===== config.mk =====
export PLATFORM = sky130hd
export DESIGN_NAME = msg_pad_unit
export DESIGN_NICKNAME = d
export VERILOG_FILES = /design/src/rtl/msg_pad_pkg.sv /design/src/rtl/msg_pad_seq.sv /design/src/rtl/msg_pad_fmt.sv /design/src/rtl/msg_pad_unit.sv
export SDC_FILE = /design/constraint.sdc
export NUM_CORES = 1
export LEC_CHECK = 0
export ABC_CLOCK_PERIOD_IN_PS = 2670
export BUFFER_PORTS_ARGS = -buffer_cell sky130_fd_sc_hd__clkbuf_2
export CORE_MARGIN = 2
export CORE_UTILIZATION = 48
export CTS_BUF_LIST = sky130_fd_sc_hd__clkbuf_2 sky130_fd_sc_hd__clkbuf_4 sky130_fd_sc_hd__clkbuf_8
export DETAILED_ROUTE_END_ITERATION = 10
export GPL_TIMING_DRIVEN = 0
export HOLD_SLACK_MARGIN = 0.12
export PLACE_DENSITY = 0.75
export SLEW_MARGIN = 20
export SYNTH_ARGS = -nofsm -noshare
export SYNTH_HDL_FRONTEND = slang
export SYNTH_SLANG_ARGS = --single-unit

===== constraint.sdc =====
create_clock -name clk -period 2.67 [get_ports clk]
set_input_delay 0.267 -clock clk [delete_from_list [all_inputs] [get_ports clk]]
set_output_delay 0.267 -clock clk [all_outputs]
set_load 0.05 [all_outputs]

===== src/rtl/msg_pad_pkg.sv =====
package msg_pad_pkg;

    localparam int WORD_BYTES = 8;
    localparam int WORD_W     = 8 * WORD_BYTES;
    localparam int BLK_WORDS  = 8;
    localparam int IDX_W      = $clog2(BLK_WORDS);
    localparam int CNT_W      = 64;
    localparam int NB_W       = $clog2(WORD_BYTES + 1);
    localparam logic [7:0] MARK_BYTE = 8'h80;

    typedef enum logic [1:0] {
        ST_MSG,
        ST_PAD,
        ST_ZERO
    } seq_state_e;

    typedef enum logic [2:0] {
        SRC_PASS,
        SRC_TAIL,
        SRC_MARK,
        SRC_FILL,
        SRC_COUNT
    } word_src_e;

    typedef struct packed {
        logic sob;
        logic msg_end;
        logic zero_blk;
    } out_tags_t;

    // keep the first n bytes, place the marker at byte n, clear the rest
    function automatic logic [WORD_W-1:0] tail_word(input logic [WORD_W-1:0] d,
                                                    input logic [NB_W-1:0]   n);
        logic [WORD_W-1:0] r;
        r = '0;
        for (int i = 0; i < WORD_BYTES; i++) begin
            if (i < int'(n))
                r[WORD_W-1-8*i -: 8] = d[WORD_W-1-8*i -: 8];
            else if (i == int'(n))
                r[WORD_W-1-8*i -: 8] = MARK_BYTE;
        end
        return r;
    endfunction

endpackage


===== src/rtl/msg_pad_seq.sv =====
module msg_pad_seq
    import msg_pad_pkg::*;
(
    input  logic             clk,
    input  logic             rst,
    input  logic             in_valid,
    input  logic             in_last,
    input  logic [NB_W-1:0]  in_nbytes,
    input  logic             out_ready,
    output logic             in_ready,
    output logic             out_valid,
    output word_src_e        src,
    output out_tags_t        tags,
    output logic             gen,
    output logic [CNT_W-1:0] blk_cnt
);

    localparam logic [IDX_W-1:0] LAST_IDX = IDX_W'(BLK_WORDS - 1);

    seq_state_e       st_q;
    logic [IDX_W-1:0] widx_q;
    logic [CNT_W-1:0] cnt_q;
    logic             mark_q;
    logic             xfer;

    always_comb begin
        in_ready      = 1'b0;
        out_valid     = 1'b0;
        src           = SRC_FILL;
        tags          = '0;
        tags.sob      = (widx_q == '0);
        case (st_q)
            ST_MSG: begin
                out_valid = in_valid;
                in_ready  = out_ready;
                src       = in_last ? SRC_TAIL : SRC_PASS;
            end
            ST_PAD: begin
                out_valid = 1'b1;
                if (widx_q == LAST_IDX && mark_q) begin
                    src          = SRC_COUNT;
                    tags.msg_end = 1'b1;
                end else if (!mark_q) begin
                    src = SRC_MARK;
                end else begin
                    src = SRC_FILL;
                end
            end
            ST_ZERO: begin
                out_valid     = 1'b1;
                src           = SRC_FILL;
                tags.zero_blk = 1'b1;
            end
            default: begin
                out_valid = 1'b0;
            end
        endcase
    end

    assign xfer    = out_valid && out_ready;
    assign gen     = (st_q != ST_MSG);
    assign blk_cnt = cnt_q;

    always_ff @(posedge clk) begin
        if (rst) begin
            st_q   <= ST_MSG;
            widx_q <= '0;
            cnt_q  <= '0;
            mark_q <= 1'b0;
        end else if (xfer) begin
            widx_q <= widx_q + IDX_W'(1);
            if (st_q != ST_ZERO && widx_q == '0)
                cnt_q <= cnt_q + CNT_W'(1);
            case (st_q)
                ST_MSG: begin
                    if (in_last) begin
                        st_q   <= ST_PAD;
                        mark_q <= (in_nbytes < NB_W'(WORD_BYTES));
                    end
                end
                ST_PAD: begin
                    if (src == SRC_COUNT)
                        st_q <= ST_ZERO;
                    else if (src == SRC_MARK)
                        mark_q <= 1'b1;
                end
                ST_ZERO: begin
                    if (widx_q == LAST_IDX) begin
                        st_q  <= ST_MSG;
                        cnt_q <= '0;
                    end
                end
                default: st_q <= ST_MSG;
            endcase
        end
    end

    AST_ZERO_BLOCK_ALIGNED: assert property (@(posedge clk) disable iff (rst)
        $fell(tags.zero_blk) |-> $past(widx_q) == LAST_IDX && tags.sob)
        else $error("zero block left before its last word");

    AST_COUNT_FROM_FIRST_WORD: assert property (@(posedge clk) disable iff (rst)
        (tags.msg_end && out_valid) |-> cnt_q != '0)
        else $error("length word with zero block count");

endmodule


===== src/rtl/msg_pad_fmt.sv =====
module msg_pad_fmt
    import msg_pad_pkg::*;
(
    input  word_src_e         src,
    input  logic [WORD_W-1:0] in_data,
    input  logic [NB_W-1:0]   in_nbytes,
    input  logic [CNT_W-1:0]  blk_cnt,
    output logic [WORD_W-1:0] word
);

    always_comb begin
        case (src)
            SRC_PASS:  word = in_data;
            SRC_TAIL:  word = tail_word(in_data, in_nbytes);
            SRC_MARK:  word = {MARK_BYTE, {(WORD_W-8){1'b0}}};
            SRC_COUNT: word = WORD_W'(blk_cnt);
            default:   word = '0;
        endcase
    end

endmodule


===== src/rtl/msg_pad_unit.sv =====
module msg_pad_unit
    import msg_pad_pkg::*;
(
    input  logic              clk,
    input  logic              rst,
    input  logic              in_valid,
    output logic              in_ready,
    input  logic [WORD_W-1:0] in_data,
    input  logic              in_last,
    input  logic [NB_W-1:0]   in_nbytes,
    output logic              out_valid,
    input  logic              out_ready,
    output logic [WORD_W-1:0] out_data,
    output logic              out_sob,
    output logic              out_msg_end,
    output logic              out_zero_blk
);

    word_src_e        src;
    out_tags_t        tags;
    logic             gen;
    logic [CNT_W-1:0] blk_cnt;

    msg_pad_seq u_seq (
        .clk       (clk),
        .rst       (rst),
        .in_valid  (in_valid),
        .in_last   (in_last),
        .in_nbytes (in_nbytes),
        .out_ready (out_ready),
        .in_ready  (in_ready),
        .out_valid (out_valid),
        .src       (src),
        .tags      (tags),
        .gen       (gen),
        .blk_cnt   (blk_cnt)
    );

    msg_pad_fmt u_fmt (
        .src       (src),
        .in_data   (in_data),
        .in_nbytes (in_nbytes),
        .blk_cnt   (blk_cnt),
        .word      (out_data)
    );

    assign out_sob      = tags.sob;
    assign out_msg_end  = tags.msg_end;
    assign out_zero_blk = tags.zero_blk;

    AST_HOLD_WHEN_STALLED: assert property (@(posedge clk) disable iff (rst)
        (gen && out_valid && !out_ready) |=> out_valid && $stable(out_data))
        else $error("generated word changed under backpressure");

    AST_ZERO_AFTER_END: assert property (@(posedge clk) disable iff (rst)
        (out_valid && out_ready && out_msg_end) |=> out_zero_blk && out_sob)
        else $error("zero block did not follow length word");

    AST_ZERO_WORDS_CLEAR: assert property (@(posedge clk) disable iff (rst)
        (out_valid && out_zero_blk) |-> out_data == '0)
        else $error("zero block word not clear");

    AST_NO_ACCEPT_WHILE_PADDING: assert property (@(posedge clk) disable iff (rst)
        (out_zero_blk || out_msg_end) |-> !in_ready)
        else $error("input accepted during padding");

    AST_COUNT_NONZERO: assert property (@(posedge clk) disable iff (rst)
        (out_valid && out_msg_end) |-> out_data != '0)
        else $error("length word is zero");

endmodule


==> impl_metrics.py, run 1 <==
metrics = {
    "clock_tree": {
        "root_buffer": "clkbuf_8",
        "cts-buffers-inserted": 9,
        "htree_levels": 3,
        "cts_tree": "done",
        "cts.clk_slew.worst_paths_ns": 0.08,
        "clockBufferDepth": 2,
        "clk_latency_ns": 0.36,
        "cts_num_sinks": 70,
    },
    "timing": {
        "skew_ns": 0.0113,
        "fin_crit_sh_pct": 98.7,
        "worstMarginPinSlew_ns": 0.615,
        "timing.fmax_mhz": 380,
        "post-route-min-period_ns": 2.63,
        "finalMaxSlewViolations": 0,
        "hold_viol": 0,
        "maxSlewHeadroom_pct": 58.8,
        "setup_viol": 0,
    },
    "detailed_routing": {
        "wl_per_cell_microns": 18.2,
        "ant_nets": 0,
        "routed-wl-met2_mm": 7.30,
        "dr.pass1.iters": 5,
        "vias": 5258,
        "dr_wl_met3_mm": 1.35,
        "finalWirelength_mm": 15.4,
        "avgViaCountPerCell": 6.19,
        "drtIter0Drc": 348,
        "topRoutingLayerUsed": "met4",
        "drcViolationCount": 0,
        "m1WireLength_mm": 6.34,
    },
    "layout": {
        "diodes": 0,
        "drive_gt1_share_pct": 32.0,
        "area_growth_pct": 34.5,
        "design_area_sq_um": 6020,
        "final_nets": 815,
    },
    "power_and_ir_drop": {
        "internal_power_w": 0.00194,
        "peakVddDrop_uv": 365,
        "switching_share_pct": 39.1,
        "power.density_nw_per_um2": 531,
        "power.share.sequential_pct": 33.2,
        "comb_power_share_pct": 35.3,
        "pwr-share-clk_pct": 31.5,
        "p_leak_nw": 2.41,
        "switchingPower_w": 0.00125,
        "p_total_w": 0.00320,
    },
    "logic_synthesis": {
        "synth_cells": 574,
        "synth_top_area_cell": "dfxtp_1",
        "ys_top_cells_by_count": "70 x dfxtp_1, 61 x nor2_1, 56 x a22o_1, 47 x nand2_1, 46 x a21oi_1",
        "yosysUniqueCellTypes": 50,
        "syn_area_per_cell_sq_um": 7.80,
        "synth_ff_type": "dfxtp_1",
        "synth_top_cell_area_share_pct": 31.3,
        "synth_most_common_cell": "dfxtp_1",
        "syn_nets": 656,
        "ys_ff_latch": 70,
        "ys_warn_count": 0,
        "netlist_area_sq_um": 4480,
        "ys_seq_area_share_pct": 31.3,
        "synth_area_leaders": "dfxtp_1 31%, a22o_1 11%, a21oi_1 5.1%",
        "synth_edf_count": 0,
        "synthArstFlopShare_pct": 0,
    },
    "setup_path": {
        "reg2reg_slack_ns": 0.04,
        "critPathSlowestCell": "or4bb_4",
        "crit_path_max_incr_delay_ns": 0.55,
        "worstSetupPathType": "reg -> reg",
        "cp.depth": 7,
        "path_buf_inv": 1,
        "cp.arrival_ns": 2.93,
        "r2r-start": "u_seq.st_q[0]$_SDFFE_PP0P_",
        "crit_start": "u_seq.st_q[0]$_SDFFE_PP0P_",
        "cp-endpoint": "u_seq.blk_cnt[63]$_SDFFE_PP0P_",
        "worstPathMaxFanout": 5,
        "crit_path_end_kind": "flip-flop",
        "reg2reg_depth": 7,
        "start_kind": "flip-flop",
        "r2r-end": "u_seq.blk_cnt[63]$_SDFFE_PP0P_",
        "worstPathCellList": "inv_2 > ha_4 > or4bb_4 > nor4_4 > or4b_4 > or4_4 > a21oi_1",
        "crit_required_ns": 2.96,
        "cpLargestDelayFamily": "simple AND/OR/NAND/NOR gates",
    },
    "grt": {
        "grt_max_degree": 14,
        "grt_first_pass_wirelength_mm": 23.4,
        "grt_pass1_vias": 4783,
        "overflow": 0,
        "antenna_found_initial": 0,
        "grt_usage_pct": 29.6,
    },
    "floorplan": {
        "start_util_pct": 48.9,
        "die_width_microns": 101,
        "design.core.area_sq_um": 9150,
        "die_area_sq_um": 10100,
        "core.rowCount": 35,
        "pin_count": 142,
        "die_h_microns": 101,
    },
    "place": {
        "port_buffers": 140,
        "gp_congestion": 0.881,
        "hpwl_mm": 11.2,
        "place_area_sq_um": 5360,
    },
    "job": {
        "cap_violations": 0,
    },
    "outcome": {
        "status": "finished, final reports clean",
    },
    "min_path": {
        "hp-class": "in -> reg",
    },
}
[through the flow]
| stage | util (%) | hold WS (ns) | std cells | worst slack, ns | TNS (ns) |
|---|---|---|---|---|---|
| floorplan | - | 0.336 | 574 | 0.00520 | 0 |
| global placement | 58.6 | 0.480 | 825 | -0.301 | -7.77 |
| detailed placement | 58.6 | 0.484 | 825 | -0.346 | -14.09 |
| CTS | 64.5 | 0.183 | 849 | -0.00780 | -0.00780 |
| global route | 65.8 | 0.194 | 849 | -0.00136 | -0.00136 |
| finish | 65.8 | 0.180 | 849 | 0.0350 | 0 |
[cell type report]
class,instances,area (sq um)
Timing Repair Buffer,150,861
Fill cell,760,3130
Clock inverter,6,93.8
Multi-Input combinational cell,470,3180
Clock buffer,10,138
Tap cell,111,139
Buffer,22,155
Sequential cell,70,1410
Inverter,10,37.5
[repair_timing]
action	in CTS	in global routing
setup endpoints to repair	125	124
pin swaps	9	5
buffers inserted	9	1
resized for setup	76	56
hold endpoints to repair	0	0
hold buffers	0	0
[cell families (layout without fill, tap and decap cells)]
kind of cell / count (synthesis) / count (layout) / synth area share, %
DFF: 70 / 70 / 31.3
AOI/OAI and AO/OA: 152 / 152 / 23.0
muxes: 2 / 2 / 0.475
and+or+nand+nor: 275 / 275 / 33.6
xor gates and xnor gates: 32 / 32 / 6.26
buffers and inverters: 34 / 198 / 2.91
adders and majority gates: 9 / 9 / 2.52
[cell usage in the layout, fill, tap and decap left out, types with 12 or more instances in the layout]
cell type	n
clkbuf_2	112
clkbuf_4	21
nor2_1	54
xnor2_1	19
and4_1	12
o21ai_0	31
nand3_1	22
nand4_1	32
a21oi_1	40
nor4_1	13
nand2_1	47
dfxtp_1	65
clkbuf_8	15
a22o_1	56
xor2_1	13
or3_1	23
buf_4	17
[worst min-delay path by stage]
stage	startpoint	slack, ns	end	depth (start not counted)
after detailed placement	u_seq.blk_cnt[63]$_SDFFE_PP0P_	0.48	u_seq.blk_cnt[63]$_SDFFE_PP0P_	2
after CTS	rst	0.18	u_seq.widx_q[0]$_SDFFE_PP0P_	2
after global placement	u_seq.blk_cnt[63]$_SDFFE_PP0P_	0.48	u_seq.blk_cnt[63]$_SDFFE_PP0P_	2
final	rst	0.18	u_seq.widx_q[0]$_SDFFE_PP0P_	2
after floorplan	rst	0.34	u_seq.widx_q[2]$_SDFFE_PP0P_	1
after global routing	rst	0.19	u_seq.widx_q[0]$_SDFFE_PP0P_	2
[sequential cells by signal (all words and copies together), names as in the netlist]
name,flops
u_seq.blk_cnt,64
u_seq.widx_q,3
u_seq.st_q,2
u_seq.mark_q,1
[worst register-to-register path, stage by stage, from the launching register on]
cell	delay, ns
dfxtp_4	0.37
inv_2	0.07
ha_4	0.19
or4bb_4	0.55
nor4_4	0.19
or4b_4	0.54
or4_4	0.51
a21oi_1	0.14
[layer usage]
metal  track usage (%)  vias to the layer above
met5                 0                        -
met2              50.1                      275
met1              37.1                     2449
met4              13.1                        0
li1                  -                     2497
met3              4.79                       37
[power groups by stage]
| stage | combinational, W | sequential (W) | clock, W |
|---|---|---|---|
| finish | 0.00113 | 0.00106 | 0.00101 |
| detailed placement | 0.00101 | 0.00109 | 0 |
| floorplan | 0.000764 | 0.00108 | 0 |
| global route | 0.00118 | 0.00106 | 0.00105 |
| CTS | 0.00109 | 0.00106 | 0.00100 |
| global placement | 0.00101 | 0.00109 | 0 |
(Power assumes the default switching activity.)
==> run 2: changes to the inputs <==
--- a/config.mk
+++ b/config.mk
@@ -7,11 +7,11 @@
 export LEC_CHECK = 0
-export ABC_CLOCK_PERIOD_IN_PS = 2670
-export BUFFER_PORTS_ARGS = -buffer_cell sky130_fd_sc_hd__clkbuf_2
+export ABC_CLOCK_PERIOD_IN_PS = 2850
 export CORE_MARGIN = 2
-export CORE_UTILIZATION = 48
+export CORE_UTILIZATION = 53
 export CTS_BUF_LIST = sky130_fd_sc_hd__clkbuf_2 sky130_fd_sc_hd__clkbuf_4 sky130_fd_sc_hd__clkbuf_8
 export DETAILED_ROUTE_END_ITERATION = 10
+export DONT_BUFFER_PORTS = 1
 export GPL_TIMING_DRIVEN = 0
 export HOLD_SLACK_MARGIN = 0.12
-export PLACE_DENSITY = 0.75
+export PLACE_DENSITY = 0.64
 export SLEW_MARGIN = 20
==> constraint.sdc (replaced) <==
create_clock -name clk -period 2.85 [get_ports clk]
set_input_delay 0.285 -clock clk [delete_from_list [all_inputs] [get_ports clk]]
set_output_delay 0.285 -clock clk [all_outputs]
set_load 0.005 [all_outputs]
==> impl_metrics.py, run 2 (synthesized netlist as in run 1, its figures left out) <==
metrics = {
    "layout": {
        "final_nets": 674,
        "area_growth_pct": 11.5,
        "largest_register_ff_count": 64,
        "fin_cells": 702,
        "nFillCells": 799,
        "mostFrequentLayoutCells": "69 x dfxtp_1, 56 x nor2_1, 56 x a22o_1",
        "mostFrequentLayoutCell": "dfxtp_1",
        "diodes": 0,
        "fin_util_pct": 60.8,
        "drive_gt1_share_pct": 11.1,
    },
    "clock_tree": {
        "cts_num_sinks": 70,
        "cts_tree": "done",
        "clockBufferDepth": 2,
        "root_buffer": "clkbuf_8",
        "htree_levels": 3,
        "cts.clk_slew.worst_paths_ns": 0.07,
        "clk_latency_ns": 0.36,
        "cts-buffers-inserted": 9,
    },
    "grt": {
        "antenna_found_initial": 0,
        "grt_usage_pct": 31.1,
        "grt_first_pass_wirelength_mm": 21.5,
        "grt_max_degree": 13,
        "overflow": 0,
        "grt_pass1_vias": 4059,
    },
    "setup_path": {
        "cpLargestDelayFamily": "simple AND/OR/NAND/NOR gates",
        "worstSetupPathType": "reg -> reg",
        "critPathSlowestCell": "or4b_4",
        "start_kind": "flip-flop",
        "reg2reg_slack_ns": 0.08,
        "worstPathMaxFanout": 6,
        "crit_path_end_kind": "flip-flop",
        "crit_path_max_incr_delay_ns": 0.56,
        "path_buf_inv": 1,
        "worstPathCellList": "inv_1 > ha_2 > or4bb_1 > nor4_4 > or4b_4 > or4_1 > a21oi_1",
        "cp.arrival_ns": 3.05,
        "crit_required_ns": 3.13,
    },
    "power_and_ir_drop": {
        "internal_power_w": 0.00165,
        "power.density_nw_per_um2": 459,
        "switching_share_pct": 28.2,
        "switchingPower_w": 0.000647,
        "pwr-share-clk_pct": 40.3,
        "peakVddDrop_uv": 208,
        "p_leak_nw": 1.71,
        "power.share.sequential_pct": 43.4,
        "p_total_w": 0.00229,
        "comb_power_share_pct": 16.3,
    },
    "floorplan": {
        "die_h_microns": 95.9,
        "die_area_sq_um": 9200,
        "pin_count": 142,
        "die_width_microns": 95.9,
        "core.rowCount": 33,
        "start_util_pct": 54.5,
        "design.core.area_sq_um": 8220,
    },
    "place": {
        "gp_congestion": 0.890,
        "dp_cells": 679,
        "port_buffers": 0,
        "hpwl_mm": 10.7,
    },
    "detailed_routing": {
        "ant_nets": 0,
        "dr.pass1.iters": 5,
        "drcViolationCount": 0,
        "finalWirelength_mm": 14.4,
        "wl_per_cell_microns": 20.5,
        "drtIter0Drc": 259,
        "avgViaCountPerCell": 6.63,
        "vias": 4654,
    },
    "job": {
        "cap_violations": 0,
    },
    "timing": {
        "maxSlewHeadroom_pct": 40.5,
        "whs_ns": 0.167,
        "rsz0062_at_grt": "yes",
        "worstMarginPinSlew_ns": 0.885,
        "hold_viol": 0,
        "post-route-min-period_ns": 2.77,
        "finalMaxSlewViolations": 0,
        "skew_ns": 0.0125,
        "setup_viol": 0,
        "finalSetupTns_ns": 0,
        "timing.fmax_mhz": 361,
        "fin_crit_sh_pct": 97.1,
    },
    "outcome": {
        "status": "finished, final reports clean",
    },
    "min_path": {
        "hp-class": "in -> reg",
    },
}
run 2: changes by cell type in the layout (fill, tap and decap cells not counted), sizes merged:
cell	before	now
inv	11	10
buf	29	13
clkbuf	153	28
clkinv	2	1
clkinvlp	1	2
dlygate4sd3	0	1
run 2: final cells by class:
| class | count | area (sq um) | share of cell area (%) |
|---|---|---|---|
| Clock inverter | 5 | 83.8 | 1.68 |
| Buffer | 23 | 109 | 2.18 |
| Sequential cell | 70 | 1400 | 28.1 |
| Tap cell | 105 | 131 | 2.63 |
| Inverter | 10 | 37.5 | 0.752 |
| Clock buffer | 11 | 139 | 2.78 |
| Timing Repair Buffer | 8 | 62.6 | 1.25 |
| Multi-Input combinational cell | 470 | 3030 | 60.6 |
run 2: routing by layer:
metal / vias up / global-route usage [%] / share of wire, % / wire length (microns)
met2: 195 / 51.9 / 49 / 7020
met1: 2225 / 38.7 / 41 / 5860
met5: - / 0 / 0 / 0
li1: 2210 / - / - / -
met3: 24 / 7.36 / 7.9 / 1130
met4: 0 / 11.9 / 2.4 / 344
run 2: worst paths after layout:
| check | start | end | cells after the start |
|---|---|---|---|
| max | u_seq.st_q[0]$_SDFFE_PP0P_ | u_seq.blk_cnt[63]$_SDFFE_PP0P_ | 7 |
| min | in_nbytes[3] | u_seq.mark_q$_SDFFE_PP0P_ | 3 |
| max reg2reg | u_seq.st_q[0]$_SDFFE_PP0P_ | u_seq.blk_cnt[63]$_SDFFE_PP0P_ | 7 |
| min reg2reg | u_seq.blk_cnt[52]$_SDFFE_PP0P_ | u_seq.blk_cnt[52]$_SDFFE_PP0P_ | 2 |
run 2: through the flow:
stage | setup slack [ns] | area, sq um
6_report | 0.0834 | 4990
5_1_grt | -0.0355 | 4990
4_1_cts | -0.0983 | 4900
3_5_place_dp | -0.242 | 4610
3_3_place_gp | -0.211 | 4610
2_1_floorplan | 0.226 | 4480
run 2: what timing repair did:
item | 4_1_cts | 5_1_grt
gates resized for setup | 15 | 26
setup buffers | 2 | 5
hold buffers | 1 | 0
endpoints found under the hold margin | 6 | 0
endpoints found under the setup margin | 76 | 121
pin swaps | 2 | 3
run 2: tightest hold or removal path, cell delays in order:
cell and delay [ns]:
a31oi_1 0.05, nor2_1 0.08, nor3_1 0.05
run 2: power by group through the flow:
stage               combinational [W]  clock [W]  sequential, W
global route                 0.000416   0.000964       0.000997
floorplan                    0.000265          0        0.00102
finish                       0.000374   0.000923       0.000995
global placement             0.000336          0        0.00102
CTS                          0.000348   0.000919       0.000995
detailed placement           0.000338          0        0.00102
==> run 3: changes to the inputs <==
Settings changed: ABC_CLOCK_PERIOD_IN_PS 2850 to 2900.
Clock period 2.85 ns to 2.9 ns, I/O delays scaled along.
==> impl_metrics.py, run 3 (synthesized netlist as in run 1, its figures left out) <==
metrics = {
    "place": {
        "port_buffers": 0,
        "dp_cells": 679,
        "gp_congestion": 0.890,
        "hpwl_mm": 10.7,
        "dp_slack_ns": -0.192,
    },
    "job": {
        "cap_violations": 0,
    },
    "min_path": {
        "hold_path.startpoint": "in_nbytes[3]",
        "hp-class": "in -> reg",
    },
    "layout": {
        "drive_gt1_share_pct": 10.6,
        "fin_cells": 702,
        "mostFrequentLayoutCell": "dfxtp_1",
        "nFillCells": 805,
        "area_growth_pct": 11.4,
        "mostFrequentLayoutCells": "69 x dfxtp_1, 57 x nor2_1, 56 x a22o_1",
        "diodes": 0,
        "largest_register_ff_count": 64,
        "final_nets": 674,
    },
    "floorplan": {
        "core.rowCount": 33,
        "die_width_microns": 95.9,
        "start_util_pct": 54.5,
        "die_h_microns": 95.9,
        "die_area_sq_um": 9200,
        "pin_count": 142,
        "design.core.area_sq_um": 8220,
    },
    "detailed_routing": {
        "drcViolationCount": 0,
        "ant_nets": 0,
        "wl_per_cell_microns": 20.4,
        "finalWirelength_mm": 14.3,
        "dr.pass1.iters": 6,
        "vias": 4600,
        "avgViaCountPerCell": 6.55,
        "drtIter0Drc": 236,
    },
    "timing": {
        "finalMaxSlewViolations": 0,
        "finalSetupTns_ns": 0,
        "timing.fmax_mhz": 362,
        "whs_ns": 0.179,
        "worstMarginPinSlew_ns": 0.897,
        "skew_ns": 0.0104,
        "maxSlewHeadroom_pct": 39.7,
        "setup_viol": 0,
        "hold_viol": 0,
        "worst_slack_ns": 0.138,
        "fin_crit_sh_pct": 95.2,
        "post-route-min-period_ns": 2.76,
    },
    "clock_tree": {
        "htree_levels": 3,
        "cts.clk_slew.worst_paths_ns": 0.07,
        "root_buffer": "clkbuf_8",
        "cts-buffers-inserted": 9,
        "cts_num_sinks": 70,
        "clk_latency_ns": 0.36,
        "clockBufferDepth": 2,
        "cts_tree": "done",
    },
    "setup_path": {
        "start_kind": "flip-flop",
        "worstSetupPathType": "reg -> reg",
        "r2r-start": "u_seq.st_q[0]$_SDFFE_PP0P_",
        "cp.arrival_ns": 3.05,
        "crit_path_end_kind": "flip-flop",
        "crit_required_ns": 3.18,
        "worstPathMaxFanout": 6,
        "crit_start": "u_seq.st_q[0]$_SDFFE_PP0P_",
    },
    "power_and_ir_drop": {
        "power.density_nw_per_um2": 450,
        "p_total_w": 0.00224,
        "peakVddDrop_uv": 205,
        "p_leak_nw": 1.70,
    },
    "grt": {
        "overflow": 0,
        "grt_max_degree": 13,
        "grt_first_pass_wirelength_mm": 21.5,
        "grt_pass1_vias": 4086,
        "grt_usage_pct": 31.1,
        "antenna_found_initial": 0,
    },
    "outcome": {
        "status": "finished, final reports clean",
    },
}
[run 3: cell count changes in the layout (fill, tap and decap cells not counted), sizes merged]
cell and delta:
buf -2, clkbuf +2
[run 3: power by group]
group,internal (W),switching [W]
clock network,0.000505,0.000393
logic,0.000143,0.000223
registers,0.000968,0.0000101
total,0.00162,0.000626
[run 3: timing repair]
action	in CTS	in global routing
pin swaps	2	2
hold endpoints to repair	6	0
resized for setup	15	18
hold buffers	1	0
endpoints found under the setup margin	68	121
setup buffers	5	2
cloned	0	0
[run 3: per-stage QoR]
step,util [%],instance area (sq um)
6_report,60.7,4980
5_1_grt,60.7,4980
4_1_cts,59.9,4920
3_5_place_dp,56.1,4610
3_3_place_gp,56.1,4610
2_1_floorplan,-,4480
[run 3: metal layers]
| metal | GRT usage, % | share of wire (%) | up-vias | wire, microns |
|---|---|---|---|---|
| met5 | 0 | 0 | - | 0 |
| met4 | 11.8 | 2.1 | 0 | 297 |
| met3 | 7.44 | 9.3 | 24 | 1330 |
| met2 | 52.0 | 49 | 203 | 7040 |
| met1 | 38.7 | 39 | 2161 | 5640 |
| li1 | - | - | 2212 | - |
[run 3: cell type report]
| type | count | area, sq um | area share [%] |
|---|---|---|---|
| Clock buffer | 11 | 139 | 2.79 |
| Multi-Input combinational cell | 470 | 3020 | 60.7 |
| Buffer | 23 | 104 | 2.08 |
| Timing Repair Buffer | 8 | 62.6 | 1.26 |
| Tap cell | 105 | 131 | 2.64 |
| Sequential cell | 70 | 1400 | 28.1 |
| Inverter | 10 | 37.5 | 0.753 |
| Clock inverter | 5 | 83.8 | 1.68 |
[run 3: final timing paths]
path	end	slack, ns	cells after the start
worst max-delay path	u_seq.blk_cnt[63]$_SDFFE_PP0P_	0.14	7
worst min-delay path	u_seq.mark_q$_SDFFE_PP0P_	0.18	3
worst max register to register	u_seq.blk_cnt[63]$_SDFFE_PP0P_	0.14	7
worst min register to register	u_seq.blk_cnt[52]$_SDFFE_PP0P_	0.50	2
[run 3: worst max-delay path: stages, from the launching register on]
cell     delay [ns]
dfxtp_2        0.37
inv_1          0.09
ha_2           0.25
or4bb_1        0.53
nor4_4         0.25
or4b_4         0.57
or4_1          0.49
a21oi_1        0.15
